--- src/rtl/mtmr_pkg.sv ---
package mtmr_pkg;
  localparam int PRESC_LSB = 5;
  localparam int SWAI_BIT  = 4;
  localparam int FAST_BIT  = 3;
  localparam int DITH_BIT  = 2;
  localparam int OVF_BIT   = 0;

  typedef struct packed {
    logic [1:0] presc;
    logic       swai;
    logic       fast;
    logic       dith;
    logic       ovf;
  } ctl_t;
endpackage

--- src/rtl/mtmr_prescaler.sv ---
module mtmr_prescaler #(
  parameter int PRE_W = 2
) (
  input  logic             clk_i,
  input  logic             rst_ni,
  input  logic             run_i,
  input  logic             period_start_i,
  input  logic [PRE_W-1:0] presc_req_i,
  output logic             tick_o
);
  localparam int DIV_W = (1 << PRE_W) - 1;

  logic [PRE_W-1:0] presc_act_q;
  logic [DIV_W-1:0] div_q, lim;

  // terminal count = 2^code - 1
  always_comb begin
    lim = '0;
    for (int i = 0; i < DIV_W; i++) lim[i] = (i < int'(presc_act_q));
  end

  assign tick_o = run_i && (div_q == lim);

  always_ff @(posedge clk_i or negedge rst_ni) begin
    if (!rst_ni) begin
      div_q       <= '0;
      presc_act_q <= '0;
    end else if (run_i) begin
      div_q <= tick_o ? '0 : div_q + 1'b1;
      if (period_start_i) presc_act_q <= presc_req_i;
    end
  end

  p_presc_hold_r3: assert property (@(posedge clk_i) disable iff (!rst_ni)
    !period_start_i |=> $stable(presc_act_q));
endmodule

--- src/rtl/mtmr_counter.sv ---
module mtmr_counter #(
  parameter int CNT_W  = 11,
  parameter int FAST_W = 7
) (
  input  logic             clk_i,
  input  logic             rst_ni,
  input  logic             tick_i,
  input  logic             fast_i,
  output logic [CNT_W-1:0] cnt_o,
  output logic             wrap_o
);
  localparam logic [CNT_W-1:0] MAX_NORM = '1;
  localparam logic [CNT_W-1:0] MAX_FAST = CNT_W'((1 << FAST_W) - 1);

  logic [CNT_W-1:0] top_val;
  assign top_val = fast_i ? MAX_FAST : MAX_NORM;
  // >= covers a switch to fast while above the short terminal
  assign wrap_o  = tick_i && (cnt_o >= top_val);

  always_ff @(posedge clk_i or negedge rst_ni) begin
    if (!rst_ni)     cnt_o <= '0;
    else if (wrap_o) cnt_o <= '0;
    else if (tick_i) cnt_o <= cnt_o + 1'b1;
  end

  p_wrap_zero_r4: assert property (@(posedge clk_i) disable iff (!rst_ni)
    wrap_o |=> (cnt_o == '0));
  p_hold_no_tick_r2: assert property (@(posedge clk_i) disable iff (!rst_ni)
    !tick_i |=> $stable(cnt_o));
endmodule

--- src/rtl/mtmr_channel.sv ---
module mtmr_channel #(
  parameter int CNT_W  = 11,
  parameter int BYTE_W = 8
) (
  input  logic [CNT_W-1:0] cnt_i,
  input  logic             fast_i,
  input  logic [CNT_W-1:0] duty_i,
  output logic             pwm_o
);
  logic [CNT_W-1:0] duty_eff;
  assign duty_eff = fast_i ? CNT_W'(duty_i[BYTE_W-1:0]) : duty_i;
  assign pwm_o    = cnt_i < duty_eff;
endmodule

--- src/rtl/motor_pwm_timer.sv ---
module motor_pwm_timer
  import mtmr_pkg::*;
#(
  parameter int NUM_CH = 4,
  parameter int ADDR_W = 4,
  parameter int DATA_W = 16,
  parameter int CNT_W  = 11,
  parameter int FAST_W = 7,
  parameter int BYTE_W = 8,
  parameter int PRE_W  = 2
) (
  input  logic              clk_i,
  input  logic              rst_ni,
  input  logic              wait_i,
  input  logic              wr_en_i,
  input  logic [ADDR_W-1:0] addr_i,
  input  logic [DATA_W-1:0] wdata_i,
  output logic [DATA_W-1:0] rdata_o,
  output logic              dith_en_o,
  output logic [CNT_W-1:0]  tmr_cnt_o,
  output logic [NUM_CH-1:0] pwm_o,
  output logic              pwm_oe_o
);
  ctl_t             ctl_q;
  logic [CNT_W-1:0] duty_q [NUM_CH];
  logic             run, tick, wrap, wr_ctl, rsv_hit;
  logic [NUM_CH-1:0] ch_pwm;
  logic             unused_wdata;

  assign unused_wdata = ^wdata_i[DATA_W-1:CNT_W];
  assign run      = !(ctl_q.swai && wait_i);
  assign wr_ctl   = wr_en_i && (addr_i == '0);
  assign rsv_hit  = addr_i > ADDR_W'(NUM_CH);
  assign dith_en_o = ctl_q.dith;
  assign pwm_oe_o = run;

  always_ff @(posedge clk_i or negedge rst_ni) begin
    if (!rst_ni) begin
      ctl_q <= '0;
    end else begin
      if (wr_ctl) begin
        ctl_q.presc <= wdata_i[PRESC_LSB +: PRE_W];
        ctl_q.swai  <= wdata_i[SWAI_BIT];
        ctl_q.fast  <= wdata_i[FAST_BIT];
        ctl_q.dith  <= wdata_i[DITH_BIT];
      end
      // set has priority over write-1-to-clear
      ctl_q.ovf <= wrap || (ctl_q.ovf && !(wr_ctl && wdata_i[OVF_BIT]));
    end
  end

  mtmr_prescaler #(.PRE_W(PRE_W)) u_presc (
    .clk_i, .rst_ni,
    .run_i          (run),
    .period_start_i (wrap),
    .presc_req_i    (ctl_q.presc),
    .tick_o         (tick)
  );

  mtmr_counter #(.CNT_W(CNT_W), .FAST_W(FAST_W)) u_cnt (
    .clk_i, .rst_ni,
    .tick_i (tick),
    .fast_i (ctl_q.fast),
    .cnt_o  (tmr_cnt_o),
    .wrap_o (wrap)
  );

  for (genvar c = 0; c < NUM_CH; c++) begin : g_ch
    logic wr_duty;
    assign wr_duty = wr_en_i && (addr_i == ADDR_W'(c + 1));

    always_ff @(posedge clk_i or negedge rst_ni) begin
      if (!rst_ni)      duty_q[c] <= '0;
      else if (wr_duty) duty_q[c] <= ctl_q.fast ? CNT_W'(wdata_i[BYTE_W-1:0])
                                                : wdata_i[CNT_W-1:0];
    end

    mtmr_channel #(.CNT_W(CNT_W), .BYTE_W(BYTE_W)) u_ch (
      .cnt_i  (tmr_cnt_o),
      .fast_i (ctl_q.fast),
      .duty_i (duty_q[c]),
      .pwm_o  (ch_pwm[c])
    );

    p_duty_zero_r6: assert property (@(posedge clk_i) disable iff (!rst_ni)
      (duty_q[c] == '0) |-> !pwm_o[c]);
  end

  assign pwm_o = run ? ch_pwm : '0;

  always_comb begin
    rdata_o = '0;
    if (addr_i == '0) begin
      rdata_o[PRESC_LSB +: PRE_W] = ctl_q.presc;
      rdata_o[SWAI_BIT] = ctl_q.swai;
      rdata_o[FAST_BIT] = ctl_q.fast;
      rdata_o[DITH_BIT] = ctl_q.dith;
      rdata_o[OVF_BIT]  = ctl_q.ovf;
    end else begin
      for (int c = 0; c < NUM_CH; c++)
        if (addr_i == ADDR_W'(c + 1))
          rdata_o = ctl_q.fast ? DATA_W'(duty_q[c][BYTE_W-1:0]) : DATA_W'(duty_q[c]);
    end
  end

  p_ovf_set_r7: assert property (@(posedge clk_i) disable iff (!rst_ni)
    wrap |=> ctl_q.ovf);
  p_wait_freeze_r8: assert property (@(posedge clk_i) disable iff (!rst_ni)
    (ctl_q.swai && wait_i) |=> $stable(tmr_cnt_o));
  p_rsv_read_r9: assert property (@(posedge clk_i) disable iff (!rst_ni)
    rsv_hit |-> (rdata_o == '0));
endmodule

--- config.mk ---
export PLATFORM = sky130hd
export DESIGN_NAME = motor_pwm_timer
export DESIGN_NICKNAME = d
export VERILOG_FILES = /design/src/rtl/mtmr_pkg.sv /design/src/rtl/mtmr_prescaler.sv /design/src/rtl/mtmr_counter.sv /design/src/rtl/mtmr_channel.sv /design/src/rtl/motor_pwm_timer.sv
export SDC_FILE = /design/constraint.sdc
export NUM_CORES = 1
export LEC_CHECK = 0
export BUFFER_PORTS_ARGS = -buffer_cell sky130_fd_sc_hd__buf_2
export CAP_MARGIN = 20
export CORE_ASPECT_RATIO = 0.6
export CORE_MARGIN = 2
export CORE_UTILIZATION = 47
export CTS_CLUSTER_SIZE = 14
export DETAILED_ROUTE_END_ITERATION = 8
export MAX_ROUTING_LAYER = met4
export PLACE_DENSITY = 0.71
export SETUP_SLACK_MARGIN = 0.5
export SYNTH_ARGS = -nofsm -noshare
export SYNTH_HDL_FRONTEND = slang
export SYNTH_HIERARCHICAL = 1
export SYNTH_SLANG_ARGS = --single-unit
--- constraint.sdc ---
create_clock -name clk_i -period 3.7 [get_ports clk_i]
set_input_delay 0.555 -clock clk_i [delete_from_list [all_inputs] [get_ports clk_i]]
set_output_delay 0.555 -clock clk_i [all_outputs]
set_load 0.005 [all_outputs]
==> reports/qor.txt, run 1 <==
OUTCOME
---------------------------------------------------------------------------------------
Outcome                                                                    finished, final reports clean

DETAILED ROUTING
---------------------------------------------------------------------------------------
Vias after detailed routing                                                        3531
Remaining number of nets flagged by the antenna check after routing                   0
Routed wire length on met3                                                       706 um
Amount of wire on met2 after detailed routing                                   5170 um
Met1 wire length                                                                5870 um
Remaining routing DRC violations                                                      0
Number of violations reported at the end of detailed-routing iteration 0            256
Uppermost routed layer                                                             met4
Post-detailed-routing wire length                                              11900 um
Vias per cell                                                                      5.89
Wire per inst                                                                   19.9 um
Drt first pass iters                                                                  4

TIMING
---------------------------------------------------------------------------------------
Final slew viol count                                                                 0
Worst setup margin                                                             0.714 ns
Unrepaired setup endpoints after global routing                                   false
Actual slew at the worst max-slew pin                                          0.869 ns
Post-Route Setup TNS                                                               0 ns
Top achievable clock speed                                                    0.335 GHz
Final worst path period need                                                    2.99 ns
Total count of hold-check failures in the final report                                0
Setup Skew                                                                   0.00440 ns
Setup Viol. Count Final                                                               0
Fraction of the cycle the final worst path needs                                  80.7%
Max-Slew Margin vs Limit                                                          41.8%

GRT
---------------------------------------------------------------------------------------
Initial antenna violation count                                                       0
Gr usage total                                                                    25.2%
Via count of the first global-routing pass                                         3497
Global-route wire length before repair                                         18900 um
Pin count of the biggest net entering global routing                                 42
Overflow after GRT                                                                    0

WORST SETUP PATH
---------------------------------------------------------------------------------------
Delay of the slowest cell on the worst path                                     0.63 ns
Crit path max fanout                                                                 23
Register-to-register setup slack                                                0.90 ns
Category of the worst setup path launch point                                      flop
Source of the worst register-to-register timing path                       u_presc/div_q[1]
Cell-by-cell listing of the critical path                                  nand2b_1 -> ha_1 -> nand4_1 -> a211oi_1 -> nor3_1 -> and2_1 -> buf_2
Crit end category                                                            output pin
Crit path max-delay cell type                                                   dfrtp_1
Required time of the critical path                                              3.14 ns
Family with the most delay on the worst path                               simple AND/OR/NAND/NOR gates
Crit Reg-Reg Endpoint                                                      u_presc/presc_act_q[0]
WS Path Type                                                                 reg -> out
Arrival time of the worst setup path                                            2.43 ns
Crit path buf inv count                                                               1
Count of cells along the worst register-to-register path                              9

CTS
---------------------------------------------------------------------------------------
Maximum count of clock buffers along a single path                                    2
Post-CTS Resized                                                                      0
Htree depth                                                                           3
Clock-pin slew on the worst setup and hold paths                                0.05 ns
Skew-Pair Late Insertion Delay                                                  0.34 ns
Clock sinks                                                                          66
Number of CTS-inserted buffers                                                        9
Clk root buf                                                                  clkbuf_16
Setup Buffers After CTS                                                               0
Count of hold buffers inserted by post-cts repair                                     0
Clock tree from TritonCTS                                                          done

PLACEMENT
---------------------------------------------------------------------------------------
Number of port buffers                                                               46
Routability Congestion                                                            0.944
Dpl ws                                                                         0.954 ns
Post-detail-place hpwl                                                          8590 um
Cell count after placement                                                          585

YOSYS
---------------------------------------------------------------------------------------
Top cells by area, synth                                                   dfrtp_1, ha_1, mux2_2
Fraction of registers with async set or reset after synthesis                      100%
Most common cell in the synthesized netlist                                     dfrtp_1
Most used flip-flop cell after synthesis                                        dfrtp_1
Netlist cell types                                                                   55
Library cell occupying the most area in the post-synthesis netlist              dfrtp_1
Fraction of the yosys area taken by sequential cells                              36.4%
Number of enable flip-flop cells after synthesis                                      0
Average footprint of a synthesized cell                                        10.8 um2
Ys Warns                                                                              6
Count of state elements after synthesis                                              66
Area share of the largest cell type after synthesis                               36.4%
Cell count after synthesis                                                          422
Most numerous cell types in the synthesized netlist                        dfrtp_1, ha_1, inv_1, a21oi_1, mux2_2
Summed instance area of the synthesized netlist                             0.00454 mm2

FLOORPLANNING
---------------------------------------------------------------------------------------
Starting density of the core                                                      48.8%
Die Area                                                                     0.0105 mm2
Overall die height                                                              80.1 um
Core Rows                                                                            27
Top-Level Pins                                                                       57
Chip width                                                                       131 um
Core Box Area                                                               0.00929 mm2

POWER
---------------------------------------------------------------------------------------
Total power                                                                     3.15 mW
Total leakage power                                                             2.48 nW
IR drop worst, VDD                                                               365 uV
PwrDens                                                                      616 mW/mm2

LAYOUT
---------------------------------------------------------------------------------------
Fin cells                                                                           600
Final standard cell utilization of the core                                       55.1%
Ratio of cells with drive above 1 in the final layout                             28.1%
Area growth from synthesis to layout                                              12.8%
FILL cells                                                                          832
Number of nets in the finished design                                               536
Antenna diode instance count                                                          0

RUN
---------------------------------------------------------------------------------------
Count of max-cap constraint violations                                                0

MIN PATH
---------------------------------------------------------------------------------------
Kind of path behind the tightest hold check                                 in -> async

## registers in the layout, indices dropped and copies added, names as in the netlist
signal	count
duty_q	44
u_cnt/cnt_o	11
ctl_q	5
u_presc/div_q	3
u_presc/presc_act_q	2
dith_en_o	1
## power breakdown
group          internal (mW)  total [mW]  switching (mW)
sequential             0.896        1.19           0.293
clock                  0.534       0.835           0.302
combinational          0.576        1.13           0.549
## per-layer routing
metal,vias up,GRT usage (%)
met1,1775,34.8
met2,100,36.1
met5,-,-
li1,1638,-
met4,0,7.98
met3,18,6.93
## layout make-up
| type | count | area (um2) | share of cell area, % |
|---|---|---|---|
| well taps | 130 | 163 | 3.18 |
| flip-flops and latches | 66 | 1650 | 32.3 |
| repair buffers | 51 | 268 | 5.23 |
| multi-input cells | 304 | 2620 | 51.2 |
| clock buffers | 12 | 246 | 4.82 |
| inverters | 34 | 128 | 2.49 |
| clock inverters | 3 | 40.0 | 0.783 |
## worst max path at each step
stage,end,depth (start not counted),from,slack [ns]
finish,pwm_o[1],7,ctl_q[2],0.71
global route,pwm_o[2],7,ctl_q[2],0.58
CTS,pwm_o[1],7,ctl_q[2],0.72
detailed placement,u_presc/presc_act_q[0],9,u_presc/div_q[1],0.95
global placement,rdata_o[0],5,addr_i[1],1.06
floorplan,u_presc/presc_act_q[0],9,u_presc/presc_act_q[1],1.19
## cell usage in the layout, fill, tap and decap left out, types with 9 or more instances in the layout
cell type / n
ha_1: 46
a211oi_1: 10
inv_1: 34
nand3_1: 12
mux2_2: 31
dfrtp_1: 66
nand2_1: 16
clkbuf_16: 9
mux2_4: 20
mux2i_1: 11
nand2b_1: 12
o22ai_1: 10
nand4_1: 12
buf_2: 46
a21oi_1: 31
## stage by stage
stage	hold WS (ns)	instance area, um2
3_5_place_dp	0.518	4830
6_report	0.246	5120
2_1_floorplan	0.259	4550
4_1_cts	0.255	5120
5_1_grt	0.281	5120
3_3_place_gp	0.513	4830
## cell families (layout without fill, tap and decap cells)
| kind of cell | Yosys count | count (layout) | share of synthesized area (%) |
|---|---|---|---|
| xor gates and xnor gates | 5 | 5 | 0.965 |
| other | 1 | 5 | 0.0827 |
| muxes | 62 | 62 | 16.7 |
| DFF | 66 | 66 | 36.4 |
| AOI/OAI and AO/OA | 87 | 87 | 12.4 |
| buffers and inverters | 56 | 100 | 6.18 |
| and+or+nand+nor | 99 | 99 | 14.6 |
| adders and majority gates | 46 | 46 | 12.7 |
(Power assumes the default switching activity.)
==> run 2, diff against run 1 <==
Clock period 3.7 ns to 2.8 ns, I/O delays scaled along.
==> reports/qor.txt, run 2 (synthesis results as in run 1) <==
WORST SETUP PATH
---------------------------------------------------------------------------------------
Crit path buf inv count                                                               2   +1
Cell-by-cell listing of the critical path                                  buf_6 -> nand2b_1 -> ha_1 -> nand4_1 -> a211oi_2 -> nor3_1 -> and2_1 -> buf_2
Family with the most delay on the worst path                               simple AND/OR/NAND/NOR gates
Crit path max fanout                                                                  6   -74%
Arrival time of the worst setup path                                            2.16 ns   -0.27 ns
Crit path max-delay cell type                                                   dfrtp_4
Source of the worst register-to-register timing path                       u_presc/div_q[1]
Crit end category                                                            output pin
Required time of the critical path                                              2.38 ns   -0.76 ns
Delay of the slowest cell on the worst path                                     0.51 ns   -0.12 ns
Category of the worst setup path launch point                                      flop
Launch point of the critical path                                              ctl_q[2]
Register-to-register setup slack                                                0.50 ns   -0.40 ns
WS Path Type                                                                 reg -> out

CTS
---------------------------------------------------------------------------------------
Clock-pin slew on the worst setup and hold paths                                0.06 ns   about the same
Maximum count of clock buffers along a single path                                    2   unchanged
Clock tree from TritonCTS                                                          done
Clock sinks                                                                          66   unchanged
Clk root buf                                                                  clkbuf_16
Htree depth                                                                           3   unchanged
Skew-Pair Late Insertion Delay                                                  0.34 ns   about the same
Number of CTS-inserted buffers                                                        9   unchanged

LAYOUT
---------------------------------------------------------------------------------------
Number of flip-flops in the largest register                                         44   unchanged
Final Instance Area                                                         0.00570 mm2   +11%
Register with the highest flop count                                             duty_q
Leading registers by flop count                                            duty_q: 44 flops, u_cnt/cnt_o: 11 flops, ctl_q: 5 flops
Antenna diode instance count                                                          0   unchanged
Area growth from synthesis to layout                                              25.6%
Ratio of cells with drive above 1 in the final layout                             39.9%   +12 points
Number of nets in the finished design                                               554   +3.4%
Most frequent cells in the layout                                          dfrtp_1, buf_2, ha_1
Commonest non-fill, non-tap cell in the layout                                  dfrtp_1

TIMING
---------------------------------------------------------------------------------------
Actual slew at the worst max-slew pin                                          0.830 ns   -0.0393 ns
Max-Slew Margin vs Limit                                                          44.7%   +2.9 points
Total count of hold-check failures in the final report                                0   unchanged
Worst setup margin                                                             0.225 ns   -0.489 ns
Fraction of the cycle the final worst path needs                                  92.0%
Top achievable clock speed                                                    0.388 GHz
Post-Route Setup TNS                                                               0 ns   unchanged
Final worst path period need                                                    2.58 ns
Setup Skew                                                                   0.00388 ns   -0.000522 ns
Setup Viol. Count Final                                                               0   unchanged
Unrepaired setup endpoints after global routing                                    true
Final slew viol count                                                                 0   unchanged

DETAILED ROUTING
---------------------------------------------------------------------------------------
Vias per cell                                                                      5.74   -2.5%
Vias after detailed routing                                                        3552   +0.59%
Remaining routing DRC violations                                                      0   unchanged
Remaining number of nets flagged by the antenna check after routing                   0   unchanged
Number of violations reported at the end of detailed-routing iteration 0            290   +13%
Post-detailed-routing wire length                                              12200 um   +2.5%
Drt first pass iters                                                                  4   unchanged
Wire per inst                                                                   19.8 um   -0.65%

PLACEMENT
---------------------------------------------------------------------------------------
Routability Congestion                                                            0.913   -3.3%
Dpl ws                                                                         0.263 ns   -0.691 ns
Post-detail-place hpwl                                                          8660 um   +0.89%
Number of port buffers                                                               46   unchanged
Placed Instance Area                                                        0.00489 mm2   +1.3%

GRT
---------------------------------------------------------------------------------------
Via count of the first global-routing pass                                         3493   -0.11%
Gr usage total                                                                    25.5%   +0.26 points
Global-route wire length before repair                                         19200 um   +1.5%
Overflow after GRT                                                                    0   unchanged
Pin count of the biggest net entering global routing                                 36   -14%
Initial antenna violation count                                                       0   unchanged

POWER
---------------------------------------------------------------------------------------
Total leakage power                                                             2.65 nW   +7.2%
IR drop worst, VDD                                                               402 uV   +10%
PwrDens                                                                      826 mW/mm2   +34%

FLOORPLANNING
---------------------------------------------------------------------------------------
Starting density of the core                                                      48.8%   unchanged
Die Area                                                                     0.0105 mm2   unchanged
Core Box Area                                                               0.00929 mm2   unchanged
Overall die height                                                              80.1 um   unchanged
Top-Level Pins                                                                       57   unchanged
Core Rows                                                                            27   unchanged
Chip width                                                                       131 um   unchanged

MIN PATH
---------------------------------------------------------------------------------------
Kind of path behind the tightest hold check                                 in -> async

OUTCOME
---------------------------------------------------------------------------------------
Outcome                                                                    finished, final reports clean

RUN
---------------------------------------------------------------------------------------
Count of max-cap constraint violations                                                0   unchanged

-- run 2: report_power, final --
part,switching [mW],internal [mW]
Combinational,0.817,0.896
Clock,0.433,0.965
Sequential,0.404,1.19
Total,1.65,3.05
-- run 2: final cells by class --
class | instances | area (um2)
Clock inverter | 6 | 138
Timing Repair Buffer | 69 | 439
Tap cell | 130 | 163
Fill cell | 771 | 3590
Clock buffer | 10 | 229
Multi-Input combinational cell | 304 | 2940
Inverter | 34 | 128
Sequential cell | 66 | 1660
-- run 2: path summary, 6_finish.rpt --
kind / depth (start not counted) / end
worst max-delay path: 8 / pwm_o[0]
worst min-delay path: 1 / duty_q[9]
worst max register to register: 9 / u_presc/presc_act_q[0]
worst min register to register: 1 / ctl_q[3]
max in group asynchronous: 2 / u_presc/presc_act_q[0]
min in group clk_i: 2 / ctl_q[0]
-- run 2: stage by stage --
| stage | hold slack (ns) | power [mW] | cells | util, % |
|---|---|---|---|---|
| 3_3_place_gp | 0.514 | 2.98 | 589 | 52.7 |
| 5_1_grt | 0.232 | 5.01 | 619 | 61.3 |
| 4_1_cts | 0.198 | 4.65 | 613 | 59.7 |
| 6_report | 0.176 | 4.70 | 619 | 61.3 |
| 2_1_floorplan | 0.124 | 2.54 | 426 | - |
| 3_5_place_dp | 0.523 | 3.06 | 589 | 52.7 |
-- run 2: routing by layer --
metal | track usage (%) | share of wire [%]
met1 | 36.3 | 48
met2 | 37.7 | 45
met3 | 5.53 | 6.0
met4 | 5.00 | 0.82
met5 | - | 0
-- run 2: repair_timing --
item,in CTS,in global routing
buffers inserted,8,6
pin swaps,18,6
gates resized for setup,38,17
setup endpoints to repair,13,15
hold buffers,0,0
hold endpoints to repair,0,0
